--- src/rtl/fsr_pkg.sv ---
package fsr_pkg;

  // strobes from the control unit to the datapath
  typedef struct packed {
    logic clearAll;  // frame opened: empty the shift register
    logic shiftEn;   // accept one serial bit
    logic loadOut;   // publish the assembled word
  } fsrStrobe_t;

endpackage

--- src/rtl/fsr_sync.sv ---
module fsr_sync #(
  parameter int           W       = 1,
  parameter logic [W-1:0] RST_VAL = '0
) (
  input  logic         clk,
  input  logic         rstN,
  input  logic [W-1:0] din,
  output logic [W-1:0] dout
);

  logic [W-1:0] stage1;
  logic [W-1:0] stage2;

  for (genvar i = 0; i < W; i++) begin : g_bit
    always_ff @(posedge clk or negedge rstN) begin
      if (!rstN) begin
        stage1[i] <= RST_VAL[i];
        stage2[i] <= RST_VAL[i];
      end else begin
        stage1[i] <= din[i];
        stage2[i] <= stage1[i];
      end
    end
  end

  assign dout = stage2;

endmodule

--- src/rtl/fsr_ctrl.sv ---
module fsr_ctrl
  import fsr_pkg::*;
#(
  parameter int WORD_W       = 16,
  parameter int IDX_W        = 8,
  parameter bit CAPTURE_FALL = 1'b0
) (
  input  logic             clk,
  input  logic             rstN,
  input  logic             frameLvl,   // synchronized busy line
  input  logic             bclkLvl,    // synchronized bit clock
  output fsrStrobe_t       strobes,
  output logic [IDX_W-1:0] tagOut,
  output logic             errPulse,
  output logic             primePulse
);

  localparam int CNT_W = $clog2(WORD_W + 2);
  localparam logic [CNT_W-1:0] CNT_FULL = CNT_W'(WORD_W);
  localparam logic [CNT_W-1:0] CNT_SAT  = CNT_W'(WORD_W + 1);

  logic             frameQ;
  logic             bclkQ;
  logic [CNT_W-1:0] bitCnt;
  logic             seenQ;
  logic [IDX_W-1:0] convIdx;

  logic frameEndC;
  logic frameStartC;
  logic bclkRiseC;
  logic bclkFallC;
  logic bitEdgeC;
  logic bitTakeC;
  logic lenOkC;

  // edge detection on the synchronized lines
  always_ff @(posedge clk or negedge rstN) begin
    if (!rstN) begin
      frameQ <= 1'b1;
      bclkQ  <= 1'b0;
    end else begin
      frameQ <= frameLvl;
      bclkQ  <= bclkLvl;
    end
  end

  assign frameEndC   = frameLvl & ~frameQ;
  assign frameStartC = ~frameLvl & frameQ;
  assign bclkRiseC   = bclkLvl & ~bclkQ;
  assign bclkFallC   = ~bclkLvl & bclkQ;
  assign bitEdgeC    = CAPTURE_FALL ? bclkFallC : bclkRiseC;
  assign bitTakeC    = bitEdgeC & ~frameLvl & ~frameStartC;
  assign lenOkC      = (bitCnt == CNT_FULL);

  // bit counter, saturating one past a full word
  always_ff @(posedge clk or negedge rstN) begin
    if (!rstN) begin
      bitCnt <= '0;
    end else if (frameStartC) begin
      bitCnt <= '0;
    end else if (bitTakeC && (bitCnt != CNT_SAT)) begin
      bitCnt <= bitCnt + 1'b1;
    end
  end

  // conversion index and first-frame tracking
  always_ff @(posedge clk or negedge rstN) begin
    if (!rstN) begin
      seenQ   <= 1'b0;
      convIdx <= '0;
    end else if (frameEndC) begin
      seenQ   <= 1'b1;
      convIdx <= convIdx + 1'b1;
    end
  end

  // the word in flight belongs to the previous conversion
  assign tagOut = convIdx - IDX_W'(1);

  always_comb begin
    strobes          = '0;
    strobes.clearAll = frameStartC;
    strobes.shiftEn  = bitTakeC & (bitCnt < CNT_FULL);
    strobes.loadOut  = frameEndC & lenOkC & seenQ;
  end

  always_ff @(posedge clk or negedge rstN) begin
    if (!rstN) begin
      errPulse   <= 1'b0;
      primePulse <= 1'b0;
    end else begin
      errPulse   <= frameEndC & ~lenOkC;
      primePulse <= frameEndC & ~seenQ;
    end
  end

  AST_CNT_BOUND: assert property (@(posedge clk) disable iff (!rstN)
    bitCnt <= CNT_SAT);

  AST_FIRST_NO_LOAD: assert property (@(posedge clk) disable iff (!rstN)
    !seenQ |-> !strobes.loadOut);

  AST_IDX_STEP: assert property (@(posedge clk) disable iff (!rstN)
    $past(frameEndC) |-> convIdx == $past(convIdx) + 1'b1);

endmodule

--- src/rtl/fsr_datapath.sv ---
module fsr_datapath
  import fsr_pkg::*;
#(
  parameter int WORD_W = 16,
  parameter int EXT_W  = 32,
  parameter int IDX_W  = 8
) (
  input  logic              clk,
  input  logic              rstN,
  input  fsrStrobe_t        strobes,
  input  logic              dataLvl,
  input  logic [IDX_W-1:0]  tagIn,
  output logic              wordValid,
  output logic [WORD_W-1:0] wordData,
  output logic [EXT_W-1:0]  wordSext,
  output logic [IDX_W-1:0]  wordTag
);

  localparam int PAD_W = EXT_W - WORD_W;

  logic [WORD_W-1:0] shiftQ;
  logic [EXT_W-1:0]  extC;

  always_ff @(posedge clk or negedge rstN) begin
    if (!rstN) begin
      shiftQ <= '0;
    end else if (strobes.clearAll) begin
      shiftQ <= '0;
    end else if (strobes.shiftEn) begin
      shiftQ <= {shiftQ[WORD_W-2:0], dataLvl};
    end
  end

  if (PAD_W > 0) begin : g_pad
    assign extC = {{PAD_W{shiftQ[WORD_W-1]}}, shiftQ};
  end else begin : g_nopad
    assign extC = shiftQ[EXT_W-1:0];
  end

  always_ff @(posedge clk or negedge rstN) begin
    if (!rstN) begin
      wordValid <= 1'b0;
      wordData  <= '0;
      wordSext  <= '0;
      wordTag   <= '0;
    end else begin
      wordValid <= strobes.loadOut;
      if (strobes.loadOut) begin
        wordData <= shiftQ;
        wordSext <= extC;
        wordTag  <= tagIn;
      end
    end
  end

  AST_VALID_SINGLE: assert property (@(posedge clk) disable iff (!rstN)
    wordValid |=> !wordValid);

  AST_WORD_HELD: assert property (@(posedge clk) disable iff (!rstN)
    !wordValid |-> $stable(wordData));

endmodule

--- src/rtl/frame_sample_rx.sv ---
module frame_sample_rx
  import fsr_pkg::*;
#(
  parameter int WORD_W       = 16,
  parameter int EXT_W        = 32,
  parameter int IDX_W        = 8,
  parameter bit CAPTURE_FALL = 1'b0
) (
  input  logic              clk,
  input  logic              rstN,
  input  logic              frameN,
  input  logic              bitClk,
  input  logic              serData,
  output logic              wordValid,
  output logic [WORD_W-1:0] wordData,
  output logic [EXT_W-1:0]  wordSext,
  output logic [IDX_W-1:0]  wordTag,
  output logic              frameErr,
  output logic              noPrior
);

  logic [1:0]       ctlLvl;   // {bit clock, frame}
  logic             dataLvl;
  fsrStrobe_t       strobes;
  logic [IDX_W-1:0] tagC;

  fsr_sync #(.W(2), .RST_VAL(2'b01)) u_ctlSync (
    .clk  (clk),
    .rstN (rstN),
    .din  ({bitClk, frameN}),
    .dout (ctlLvl)
  );

  fsr_sync #(.W(1), .RST_VAL(1'b0)) u_dataSync (
    .clk  (clk),
    .rstN (rstN),
    .din  (serData),
    .dout (dataLvl)
  );

  fsr_ctrl #(
    .WORD_W       (WORD_W),
    .IDX_W        (IDX_W),
    .CAPTURE_FALL (CAPTURE_FALL)
  ) u_ctrl (
    .clk        (clk),
    .rstN       (rstN),
    .frameLvl   (ctlLvl[0]),
    .bclkLvl    (ctlLvl[1]),
    .strobes    (strobes),
    .tagOut     (tagC),
    .errPulse   (frameErr),
    .primePulse (noPrior)
  );

  fsr_datapath #(
    .WORD_W (WORD_W),
    .EXT_W  (EXT_W),
    .IDX_W  (IDX_W)
  ) u_dp (
    .clk       (clk),
    .rstN      (rstN),
    .strobes   (strobes),
    .dataLvl   (dataLvl),
    .tagIn     (tagC),
    .wordValid (wordValid),
    .wordData  (wordData),
    .wordSext  (wordSext),
    .wordTag   (wordTag)
  );

endmodule

--- config.mk ---
export PLATFORM = sky130hd
export DESIGN_NAME = frame_sample_rx
export DESIGN_NICKNAME = d
export VERILOG_FILES = /design/src/rtl/fsr_pkg.sv /design/src/rtl/fsr_sync.sv /design/src/rtl/fsr_ctrl.sv /design/src/rtl/fsr_datapath.sv /design/src/rtl/frame_sample_rx.sv
export SDC_FILE = /design/constraint.sdc
export NUM_CORES = 1
export LEC_CHECK = 0
export ABC_AREA = 1
export BUFFER_PORTS_ARGS = -buffer_cell sky130_fd_sc_hd__buf_2
export CAP_MARGIN = 20
export CORE_MARGIN = 2
export CORE_UTILIZATION = 55
export DETAILED_ROUTE_END_ITERATION = 6
export GPL_TIMING_DRIVEN = 0
export PLACE_DENSITY = 0.85
export SLEW_MARGIN = 10
export SYNTH_ARGS = -nofsm -noshare
export SYNTH_HDL_FRONTEND = slang
export SYNTH_SLANG_ARGS = --single-unit
--- constraint.sdc ---
create_clock -name clk -period 2.41 [get_ports clk]
set_clock_uncertainty 0.05 [all_clocks]
set_input_delay 0.241 -clock clk [delete_from_list [all_inputs] [get_ports clk]]
set_output_delay 0.241 -clock clk [all_outputs]
set_load 0.005 [all_outputs]
# Word-level counts from Yosys, hierarchy flattened
# Index checks and enable logic that the tools add are counted.
# W data, S select, Z words.
[totals] elab_cells=47 output_inout_bits=59 inputBits=5 register_bits=81
[op_classes] n_reduce_logical=3 addsub=3 bitwise_logic=16 eq_ne=2 order_cmp=1 mux=4
[ops] op="$mux W16" count=2
[ops] op="$and A1 B1 Y1" count=10
[ops] op="$mux W5" count=2
[ops] op="$add A8 B1 Y8 const B" count=1
[ops] op="$sub A8 B1 Y8 const B" count=1
[ops] op="$not A1 Y1" count=6
[ops] op="$add A5 B1 Y5 const B" count=1
[ops] op="$eq A5 B5 Y1 const B" count=1
[ops] op="$lt A5 B5 Y1 const B" count=1
[ops] op="$ne A5 B5 Y1 const B" count=1
[ops] op="$reduce_bool A2 Y1" count=2
[ops] op="$logic_and A1 B1 Y1" count=1

# Longest topological paths before layout
# Gate-level depths: netlist (run 1).
[logic_depth] depth_word=7 ltp_mapped=8 depth_no_buf=8

# Modules after synthesis
# Synthesis (run 1) repeated with hierarchy kept, for this count alone.
[hier_totals] hier_cells=339 hier_area_um2=3093.0
[by_module_without_submodules] module="fsr_datapath" area_each_um2=1846.8 instances=1 seq_area_each_um2=1026.0 cells_each=204
[by_module_without_submodules] module="fsr_ctrl" area_each_um2=1093.5 instances=1 seq_area_each_um2=451.7 cells_each=129
[by_module_without_submodules] module="fsr_sync (u_ctlSync)" area_each_um2=102.6 instances=1 seq_area_each_um2=102.6 cells_each=4
[by_module_without_submodules] module="fsr_sync (u_dataSync)" area_each_um2=50.0 instances=1 seq_area_each_um2=50.0 cells_each=2

# Worst setup path after synthesis (run 1)
# Ideal clock, no wire load.
[synth_timing] path_kind="register -> register" from="register u_ctlSync.stage2[0] (netlist: u_ctlSync.dout[0])" to="register u_dp.wordTag[0]" synth_period_minus_slack_ps=1455 path_slack_ps=955 stages_incl_launch_ff=9 required_time_ps=2240 setup_ps=120 path_buffers=1 arrival_ps=1285 path_cell_list="dfstp_2 -> inv_2 -> nor2_4 -> nand2_2 -> nor2_8 -> inv_6 -> buf_6 -> nand2_1 -> o21ai_2"
[synth_rtl] item="start: declaration" line="fsr_sync.sv:12" source="logic [W-1:0] stage2;"
[synth_rtl] item="start signal: indexed assignment" line="fsr_sync.sv:18" source="stage2[i] <= RST_VAL[i];"
[synth_rtl] item="start signal: indexed assignment" line="fsr_sync.sv:21" source="stage2[i] <= stage1[i];"
[synth_rtl] item="end signal: assignment" line="fsr_datapath.sv:51" source="wordTag <= tagIn;"
[synth_rtl] item="end: declaration" line="fsr_datapath.sv:16" source="output logic [IDX_W-1:0] wordTag"

==> results.md, run 1 <==
* Status: completed
* Arrival @ worst endpoint at 1820 ps
* Syn Area/Cell at 9.62 sq um
* Reg2reg end: u_dp.wordSext[15]
* Post-CTS Repair Setup Buffers at 0
* Critical Path Start Type: flop
* Vias in the first global route at 2143
* WS Path Type: reg2reg
* Setup TNS at 0 ps
* CP max stage cell: dfstp_2
* Pwr Density at 706 nW/um^2
* CTS tree: done
* Fin cells at 466
* Vert. Die Dim at 78.1 um
* Crit-path max FO at 10
* Worst-skew pair later-pin latency at 350 ps
* MaxCap Viol Count at 0
* Worst R2R Setup Slack at 770 ps
* CP Capture Type: flop
* Row cnt at 26
* TritonRoute pass-1 iters at 4
* #FFs+latches synth at 65
* Register area share after synthesis at 0.540
* Drt total wl at 5980 um
* Cell Area, Synth at 3020 sq um
* Clock power share at 0.402
* Post-cts repair resize count at 0
* Hold path endpoint: u_dataSync.dout
* Area of the die at 6100 sq um
* Global-route wire length before repair at 9920 um
* Sw Ratio at 0.275
* H-tree Lvls at 3
* Hold Path Origin: u_dataSync.stage1
* Leakage at 0.00206 uW
* Commonest non-fill, non-tap cell in the layout: nand2_1
* Critical Path RT at 2590 ps
* Tmin final at 1640 ps
* # port buffers at 63
* Final Max Slew Viols at 0
* Worst min path class: reg2reg
* Reg power frac at 0.460
* Root Buffer: clkbuf_8
* Initial antenna violation count at 0
* GPL Wtd Cong at 0.838
* Final hold vios at 0
* Max transition margin at 0.488
* Sequential Area at 1630 sq um
* Most common cell on crit path: nand2_1
* Int Power at 1890 uW
* Area Growth Syn to Fin at 22.3%
* Unrepaired setup endpoints after global routing: no
* Hold buffer count at CTS at 4
* # setup viols final at 0
* Synth warn at 0
* Reg2Reg Depth at 8
* Worst-path clk slew at 70 ps
* Slew @ Worst Pin at 767 ps
* First-iteration detailed-routing DRC count at 190
* CP peak stage delay at 560 ps
* Dpl cells at 447
* Post-synthesis cell count at 314
* Area of the multi-input gates at 936 sq um
* FF-to-FF Start: u_ctlSync.dout[0]
* Io pins at 64
* Largest net degree at the start of global routing at 66
* WHS Path Cells at 0
* Final period utilization at 0.682
* Routed Antenna Nets at 0
* ANT cells at 0
* Core area at 5200 sq um
* Fmax at 609 MHz
* Post-DP HPWL at 3960 um
* Starting Density at 0.580
* Layout cells sized above 1 at 0.366
* # fillers at 393
* Netlist cell types at 27
* Most frequent cells in the layout: nand2_1, buf_2, dfrtp_1
* Crit path cell chain: inv_2 -> nor2_4 -> nand2_2 -> nor2_8 -> inv_6 -> buf_6 -> nand2_1 -> nand2_1
* Max Buffers Root-to-Sink at 2
* Clock buffer count from CTS at 9
* Sw power at 716 uW
* Combinational power share at 0.138
* CTS sink count at 65
* Total gr overflow at 0
* Wirelength per Cell at 12.8 um
* Syn_nets at 324
* GR Util All Layers at 0.211
* Max VDD drop at 0.000433 V
* Layout net count at 402
* DRC violations left at 0
* DR vias at 2275
* Vias per inst at 4.88
* Die Span X at 78.1 um
[registers in the layout, summed over array words and instances (netlist names)]
| register | count |
|---|---|
| u_dp.wordTag | 8 |
| u_ctrl.convIdx | 8 |
| u_ctrl.seenQ | 1 |
| u_dp.wordValid | 1 |
| u_ctrl.bitCnt | 5 |
| u_dp.shiftQ | 16 |
| u_ctrl.primePulse | 1 |
| u_ctrl.bclkQ | 1 |
| u_dp.wordSext | 16 |
| u_dataSync.stage1 | 1 |
| u_ctlSync.dout | 2 |
| u_ctrl.errPulse | 1 |
| u_ctrl.frameQ | 1 |
| u_ctlSync.stage1 | 2 |
| u_dataSync.dout | 1 |
[cells by family (layout without fill, tap and decap cells)]
logic type,after synthesis,count (layout),synth area share
AOI/OAI and AO/OA,40,40,0.0928
xor gates and xnor gates,5,5,0.0145
adders and majority gates,5,5,0.0207
buffers and inverters,77,159,0.150
DFF,65,65,0.540
and+or+nand+nor,122,122,0.182
[layout make-up]
cell class,count,area share
sequential,65,0.442
tap,70,0.0237
inverter,36,0.0380
buffer,41,0.0847
multi-input combinational,172,0.253
clock buffer,11,0.0410
timing repair buffer,67,0.0969
clock inverter,4,0.0207
[cell usage after synthesis]
library cell,count,area (sq um)
buf_6,5,56.3
o22ai_1,13,81.3
nor2_8,1,20.0
xor2_1,5,43.8
nand2_2,1,6.26
nand3b_1,2,15.0
or2_2,1,6.26
nand2_1,76,285
nor2_4,1,11.3
nor2_1,12,45.0
o21ai_0,10,50.1
dfstp_2,3,78.8
buf_2,1,5.00
inv_1,34,128
clkbuf_1,3,11.3
ha_1,5,62.6
nand4_2,1,12.5
o21ai_2,17,149
inv_6,1,8.76
nand3_2,1,10.0
nand4_1,5,31.3
nand3_1,19,95.1
inv_2,1,3.75
dfrtp_1,62,1550
buf_4,32,240
nor2_2,1,6.26
nor3_1,1,5.00
[critical path: cells and delay by family (launching register included)]
| family | cells | cell delay, ps |
|---|---|---|
| flops | 1 | 560 |
| buf+inv | 3 | 280 |
| simple gates | 5 | 630 |
[routing by layer]
metal	wire length, um	GRT usage
met4	178	0.105
met2	3000	0.334
met1	2580	0.274
met3	224	0.0494
met5	0	0
[per-stage QoR]
stage	utilization	hold slack, ps	cell area [sq um]	power (uW)	setup WS [ps]
2_1_floorplan	-	-105	3020	1460	955
6_report	0.709	300	3690	2610	767
3_5_place_dp	0.658	287	3420	1550	794
4_1_cts	0.709	299	3690	2620	759
5_1_grt	0.709	314	3690	2720	641
3_3_place_gp	0.657	284	3420	1530	835
[worst max-delay path by stage]
stage          cells past startpoint           endpoint              start  slack (ps)
6_report                           8  u_dp.wordSext[15]  u_ctlSync.dout[0]         770
5_1_grt                            8    u_dp.wordTag[0]  u_ctlSync.dout[0]         640
4_1_cts                            8  u_dp.wordSext[15]  u_ctlSync.dout[0]         760
3_5_place_dp                       8    u_dp.wordTag[0]  u_ctlSync.dout[0]         790
3_3_place_gp                       8    u_dp.wordTag[1]  u_ctlSync.dout[0]         830
2_1_floorplan                      8    u_dp.wordTag[0]  u_ctlSync.dout[0]         960
[power groups by stage]
stage / Combinational (uW) / Clock, uW / Sequential [uW]
CTS: 358 / 1070 / 1200
detailed placement: 333 / 0 / 1220
global route: 409 / 1110 / 1210
floorplan: 259 / 0 / 1200
finish: 359 / 1050 / 1200
global placement: 324 / 0 / 1210
(Power assumes the default switching activity.)
==> run 2: changes to the inputs <==
- CORE_UTILIZATION: 55 -> 49
- PLACE_DENSITY: 0.85 -> 0.81
- clock period: 2.41 -> 1.4 ns (I/O delays scaled with it)
==> run 2 against run 1 <==
Compared with the run above: the run now ends with negative setup slack left; routed wire length is 5.7% higher; sequential power is 78% higher; critical path depth is 1 lower; fmax is 11% higher; first-iteration DRC count is 44% lower; die area is 12% higher; clock power is 52% higher; sequential share of layout area is 3.0 points lower; critical endpoint is now u_dp.wordTag[7]; worst setup slack worse by 850 ps; highest routed layer unchanged; critical path type unchanged; core utilization is 3.9 points lower; global-route usage is 1.1 points lower; power is 68% higher.
==> results.md, run 2 (same netlist as run 1, synthesis figures left out) <==
* Die Span X at 82.5 um (+5.6%)
* GPL Wtd Cong at 0.817 (-2.5%)
* Int Power at 3050 uW (+62%)
* ANT cells at 0 (unchanged)
* Combinational power share at 0.144 (+0.006)
* Sequential Area at 1630 sq um (+0.15%)
* Layout net count at 410 (+2.0%)
* Post-DP HPWL at 3920 um (-1.0%)
* Layout cells sized above 1 at 0.479 (+0.113)
* DRC violations left at 0 (unchanged)
* Final Worst Setup Slack at -80.6 ps (-848 ps)
* Leakage at 0.00215 uW (+4.4%)
* Final period utilization at 1.06 (+0.376)
* First-iteration detailed-routing DRC count at 107 (-44%)
* Max VDD drop at 0.000886 V (+100%)
* Vert. Die Dim at 82.5 um (+5.6%)
* # port buffers at 63 (unchanged)
* H-tree Lvls at 3 (unchanged)
* DR vias at 2399 (+5.5%)
* Root Buffer: clkbuf_8
* CP peak stage delay at 570 ps (about the same)
* Commonest non-fill, non-tap cell in the layout: buf_2
* Sw power at 1320 uW (+84%)
* CP Capture Type: flop
* Critical Path Start Type: flop
* Unrepaired setup endpoints after global routing: yes
* Reg power frac at 0.491 (+0.031)
* Clock power share at 0.365 (-0.037)
* Vias in the first global route at 2251 (+5.0%)
* Worst-path clk slew at 70 ps (about the same)
* Max Buffers Root-to-Sink at 2 (unchanged)
* Crit path cell chain: inv_2 -> nor2_4 -> nand2_4 -> nor2_8 -> buf_4 -> nand3_1 -> nand2_1
* Global-route wire length before repair at 10000 um (+1.3%)
* CP max stage cell: dfstp_2
* Starting Density at 0.510 (-0.0701)
* Most frequent cells in the layout: buf_2, dfrtp_1, nand2_1
* # fillers at 453 (+15%)
* MaxCap Viol Count at 0 (unchanged)
* Routed Antenna Nets at 0 (unchanged)
* Vias per inst at 5.00 (+2.4%)
* Final hold vios at 0 (unchanged)
* Status: finished, violations left
* Wirelength per Cell at 13.2 um (+2.6%)
* TritonRoute pass-1 iters at 4 (unchanged)
* Crit-path max FO at 8 (-2)
* CTS sink count at 65 (unchanged)
* Drt total wl at 6310 um (+5.7%)
* Max transition margin at 0.470 (-0.0187)
* Arrival @ worst endpoint at 1710 ps (-110 ps)
* Area Growth Syn to Fin at 31.4%
* Largest regs: u_dp.shiftQ: 16 flops, u_dp.wordSext: 16 flops
* Sw Ratio at 0.302 (+0.0269)
* Slew @ Worst Pin at 795 ps (+28.0 ps)
* Final Max Slew Viols at 0 (unchanged)
* Pwr Density at 1100 nW/um^2 (+56%)
* Largest net degree at the start of global routing at 66 (unchanged)
* Total gr overflow at 0 (unchanged)
* Tmin final at 1480 ps (-162 ps)
* # setup viols final at 25 (+25)
* Area of the die at 6810 sq um (+12%)
* Failing checks: negative setup slack
* Critical Path RT at 1630 ps (-960 ps)
* Initial antenna violation count at 0 (unchanged)
* Worst min path class: reg2reg
* Core area at 5920 sq um (+14%)
* Io pins at 64 (unchanged)
* Setup TNS at -1200 ps (-1200 ps)
* GR Util All Layers at 0.200 (-0.0113)
* Area of the multi-input gates at 1110 sq um (+19%)
* Clock buffer count from CTS at 9 (unchanged)
* WS Path Type: reg2reg
* Worst-skew pair later-pin latency at 350 ps (about the same)
* Fmax at 675 MHz (+11%)
* Design Power at 4370 uW (+68%)
* CTS tree: done
* Row cnt at 28 (+7.7%)
## run 2: what timing repair did
item,4_1_cts,5_1_grt
setup buffers,7,3
endpoints found under the hold margin,65,0
setup endpoints to repair,55,49
pin swaps,2,8
resized for setup,27,35
cloned,1,0
hold buffers,4,0
## run 2: routing by layer
layer / vias up / global-route usage / share of wire
li1: 1148 / - / -
met1: 1164 / 0.242 / 0.41
met2: 77 / 0.336 / 0.52
met3: 10 / 0.0359 / 0.050
met4: 0 / 0.111 / 0.022
met5: - / 0 / 0
## run 2: through the flow
stage,setup WS [ps],hold WS [ps],util,instance area (sq um),cells
2_1_floorplan,-20.3,-206,-,3030,314
3_3_place_gp,-136,197,0.582,3440,452
3_5_place_dp,-163,196,0.582,3450,452
4_1_cts,-71.6,304,0.647,3830,479
5_1_grt,-146,306,0.670,3970,480
6_report,-80.6,301,0.670,3970,480
## run 2: cell type report
class                      instances  area share
buffer                            38      0.0807
inverter                          36      0.0366
multi-input combinational        172       0.281
clock inverter                     5      0.0139
clock buffer                      11      0.0356
timing repair buffer              78       0.117
sequential                        65       0.412
tap                               75      0.0237
## run 2: power by group through the flow
stage | combinational [uW] | sequential (uW) | clock [uW]
CTS | 647 | 2050 | 1610
finish | 631 | 2140 | 1600
global placement | 560 | 2080 | 0
floorplan | 446 | 2070 | 0
global route | 711 | 2160 | 1700
detailed placement | 593 | 2090 | 0
## run 2: path summary, 6_finish.rpt
kind                                     start                 to  slack [ps]  depth (start not counted)
max                          u_ctlSync.dout[0]    u_dp.wordTag[7]         -80                          7
min                        u_ctlSync.stage1[1]  u_ctlSync.dout[1]         300                          0
max reg2reg                  u_ctlSync.dout[0]    u_dp.wordTag[7]         -80                          7
min reg2reg                u_ctlSync.stage1[1]  u_ctlSync.dout[1]         300                          0
max in group asynchronous                 rstN  u_dp.wordSext[15]         360                          2
min in group asynchronous                 rstN   u_dp.wordSext[7]         370                          2
## run 2: worst max-delay path: cells and delay by family (launching register included)
| family | cells | cell delay (ps) |
|---|---|---|
| DFF | 1 | 570 |
| and+or+nand+nor | 5 | 560 |
| buffers and inverters | 2 | 240 |
==> run 3: changes to the inputs <==
- ABC_AREA: 1 -> unset
- RECOVER_POWER: unset -> 50
- SLEW_MARGIN: 10 -> 0
==> run 3 against run 2 <==
Compared with the run above: the flow still finishes with violations (negative setup slack); global-route usage is 1.4 points higher; power is 5.5% higher; core utilization is 4.8 points higher; worst setup slack worse by 140 ps; area after synthesis is 0.70% higher; critical path depth is 1 lower; combinational power is 9.8% higher; non-clock buffer count is 22 higher; largest power group unchanged.
==> results.md, run 3 <==
* Placed cell area at 3470 sq um (+0.80%)
* Largest net degree at the start of global routing at 41 (-38%)
* Starting Density at 0.511 (+0.000572)
* Final period utilization at 1.16 (+0.102)
* Combinational power share at 0.150 (+0.006)
* # setup viols final at 45 (+80%)
* DR vias at 2358 (-1.7%)
* Root Buffer: clkbuf_8
* Most used DFF post-synth: dfrtp_1
* Most frequent cells after synthesis: dfrtp_1, buf_4, nand2_1, nand3_1, a21oi_1
* ANT cells at 0 (unchanged)
* Netlist cell types at 43 (+59%)
* Critical Path RT at 1570 ps (-60 ps)
* Crit path max-delay family: flip-flops
* GPL Wtd Cong at 0.885 (+8.3%)
* Layout net count at 377 (-8.0%)
* MaxCap Viol Count at 0 (unchanged)
* Top post-synthesis cells by area: dfrtp_1, buf_4, mux2_1, nand3_1, o21ai_2
* Clock buffer count from CTS at 9 (unchanged)
* Total gr overflow at 0 (unchanged)
* Post-synth EDFFs at 0 (unchanged)
* CP bufs+invs at 2 (unchanged)
* Combinational family with the most area after synthesis: simple AND/OR/NAND/NOR gates
* Vert. Die Dim at 82.8 um (+0.33%)
* Commonest non-fill, non-tap cell in the layout: dfrtp_1
* Fmax at 616 MHz (-8.8%)
* CP Capture Type: flop
* Final Worst Setup Slack at -224 ps (-143 ps)
* Synth warn at 0 (unchanged)
* Io pins at 64 (unchanged)
* Final Max Slew Viols at 0 (unchanged)
* Pwr Density at 1080 nW/um^2 (-2.1%)
* Critical Path Start Type: flop
* DRC violations left at 0 (unchanged)
* Routed Antenna Nets at 0 (unchanged)
* TritonRoute pass-1 iters at 4 (unchanged)
* Reg power frac at 0.462 (-0.029)
* Post-DP HPWL at 4010 um (+2.4%)
* Worst min path class: in2async
* Simple logic cell fraction of the synthesized area at 0.135 (-0.0474)
* H-tree Lvls at 3 (unchanged)
* Layout cells sized above 1 at 0.556 (+0.0774)
* Leakage at 0.00207 uW (-3.6%)
* Syn Area/Cell at 11.6 sq um (+20%)
* Crit path cell chain: inv_2 -> ha_4 -> nand4bb_4 -> nor2_4 -> buf_6 -> mux2_4
* Failing checks: negative setup slack
* Synth area leader: dfrtp_1
* Worst-path clk slew at 70 ps (about the same)
* Area of the die at 6850 sq um (+0.67%)
* Cell Area, Synth at 3040 sq um (+0.70%)
* Sw Ratio at 0.263 (-0.0383)
* Max transition margin at 0.556 (+0.0859)
* Post-synthesis cell count at 263 (-16%)
* Setup TNS at -6940 ps (-5740 ps)
* Post-Synth Adder-Cell Area at 0.0206 (-0.000145)
* Largest regs: u_dp.shiftQ: 16 flops, u_dp.wordSext: 16 flops
* Xor and xnor area share after synthesis at 0.0288 (+0.0143)
* CTS tree: done
* # port buffers at 63 (unchanged)
* Synth top area share at 0.510 (-0.00360)
* Arrival @ worst endpoint at 1800 ps (+90 ps)
* Register area share after synthesis at 0.536 (-0.00378)
* Post-synthesis compound-gate area fraction at 0.0877 (-0.00518)
* Syn_nets at 273 (-16%)
* Fin area at 4280 sq um (+7.8%)
* CP max stage cell: dfrtp_2
* Wirelength per Cell at 15.5 um (+18%)
* Sw power at 1210 uW (-7.9%)
* Max VDD drop at 0.000952 V (+7.5%)
* Vias in the first global route at 2213 (-1.7%)
* CTS sink count at 65 (unchanged)
* Global-route wire length before repair at 10700 um (+6.6%)
* Clock power share at 0.387 (+0.022)
* Most frequent cell after synthesis: dfrtp_1
* Area Growth Syn to Fin at 40.6%
* Crit-path max FO at 5 (-3)
* CP peak stage delay at 430 ps (-140 ps)
* Status: finished, violations left
* # fillers at 425 (-6.2%)
* Die Span X at 82.8 um (+0.33%)
* WS Path Type: reg2reg
* Pre-CTS setup slack at -496 ps (-334 ps)
* Initial antenna violation count at 0 (unchanged)
* Final hold vios at 0 (unchanged)
* Row cnt at 28 (unchanged)
* #FFs+latches synth at 65 (unchanged)
* Max Buffers Root-to-Sink at 2 (unchanged)
* First-iteration detailed-routing DRC count at 130 (+21%)
* Multiplexer area fraction after synthesis at 0.0761 (+0.0761)
* GR Util All Layers at 0.214 (+0.0142)
* Int Power at 3400 uW (+11%)
* Vias per inst at 5.28 (+5.5%)
* Worst-skew pair later-pin latency at 340 ps (about the same)
* Slew @ Worst Pin at 667 ps (-129 ps)
* Synth async-reset ratio at 1.00 (unchanged)
* Unrepaired setup endpoints after global routing: yes
* Core area at 5960 sq um (+0.59%)
* Tmin final at 1620 ps (+143 ps)
* Most frequent cells in the layout: dfrtp_1, buf_4, buf_2
* Drt total wl at 6910 um (+9.4%)
==> run 3: layer usage <==
layer	GRT usage	part of all wire
met5	0	0
met4	0.0869	0.023
met3	0.0498	0.049
met2	0.373	0.51
met1	0.255	0.42
==> run 3: what timing repair did <==
| item | in CTS | in global routing |
|---|---|---|
| setup endpoints to repair | 67 | 52 |
| gates resized for setup | 65 | 34 |
| endpoints found under the hold margin | 25 | 0 |
| hold buffers | 4 | 0 |
| gates cloned | 3 | 0 |
| setup buffers | 19 | 14 |
| pin swaps | 14 | 12 |
==> run 3: cell type report <==
class                   instances  area (sq um)  share of cell area
flip-flops and latches         65          1640               0.382
multi-input cells             147          1360               0.317
repair buffers                 97           614               0.144
plain buffers                  41           328              0.0767
clock buffers                  14           163              0.0380
well taps                      75          93.8              0.0219
clock inverters                 2          60.1              0.0140
inverters                       6          26.3             0.00615
==> run 3: worst paths after layout <==
| path | start | to | slack, ps | cells past startpoint |
|---|---|---|---|---|
| worst max-delay path | u_ctrl.bitCnt[0] | u_dp.wordTag[0] | -220 | 6 |
| worst min-delay path | rstN | u_ctrl.bitCnt[2] | 310 | 2 |
| worst max register to register | u_ctrl.bitCnt[0] | u_dp.wordTag[0] | -220 | 6 |
| worst min register to register | u_dataSync.stage1 | u_dataSync.dout | 310 | 0 |
| max in group asynchronous | rstN | u_dp.wordSext[15] | 180 | 3 |
| min in group clk | u_dataSync.stage1 | u_dataSync.dout | 310 | 0 |
==> run 3: power by group through the flow <==
stage | clock network (uW) | registers [uW] | logic (uW)
floorplan | 0 | 2070 | 431
global placement | 0 | 2090 | 544
detailed placement | 0 | 2100 | 567
CTS | 1820 | 2060 | 684
global route | 1890 | 2140 | 768
finish | 1790 | 2130 | 693
==> run 3: kinds of logic after synthesis <==
kind of cell               after synthesis
adders and majority gates                5
AOI/OAI and AO/OA                       42
xor gates and xnor gates                10
and+or+nand+nor                         69
buffers and inverters                   51
DFF                                     65
muxes                                   21
==> run 3: per-stage QoR <==
stage                     std cells  power [uW]  hold slack, ps  utilization
final                           447        4610             305        0.718
after global routing            447        4800             312        0.718
after CTS                       444        4560             297        0.701
after detailed placement        402        2660             129        0.583
after global placement          401        2630             195        0.580
after floorplan                 263        2500            -206            -
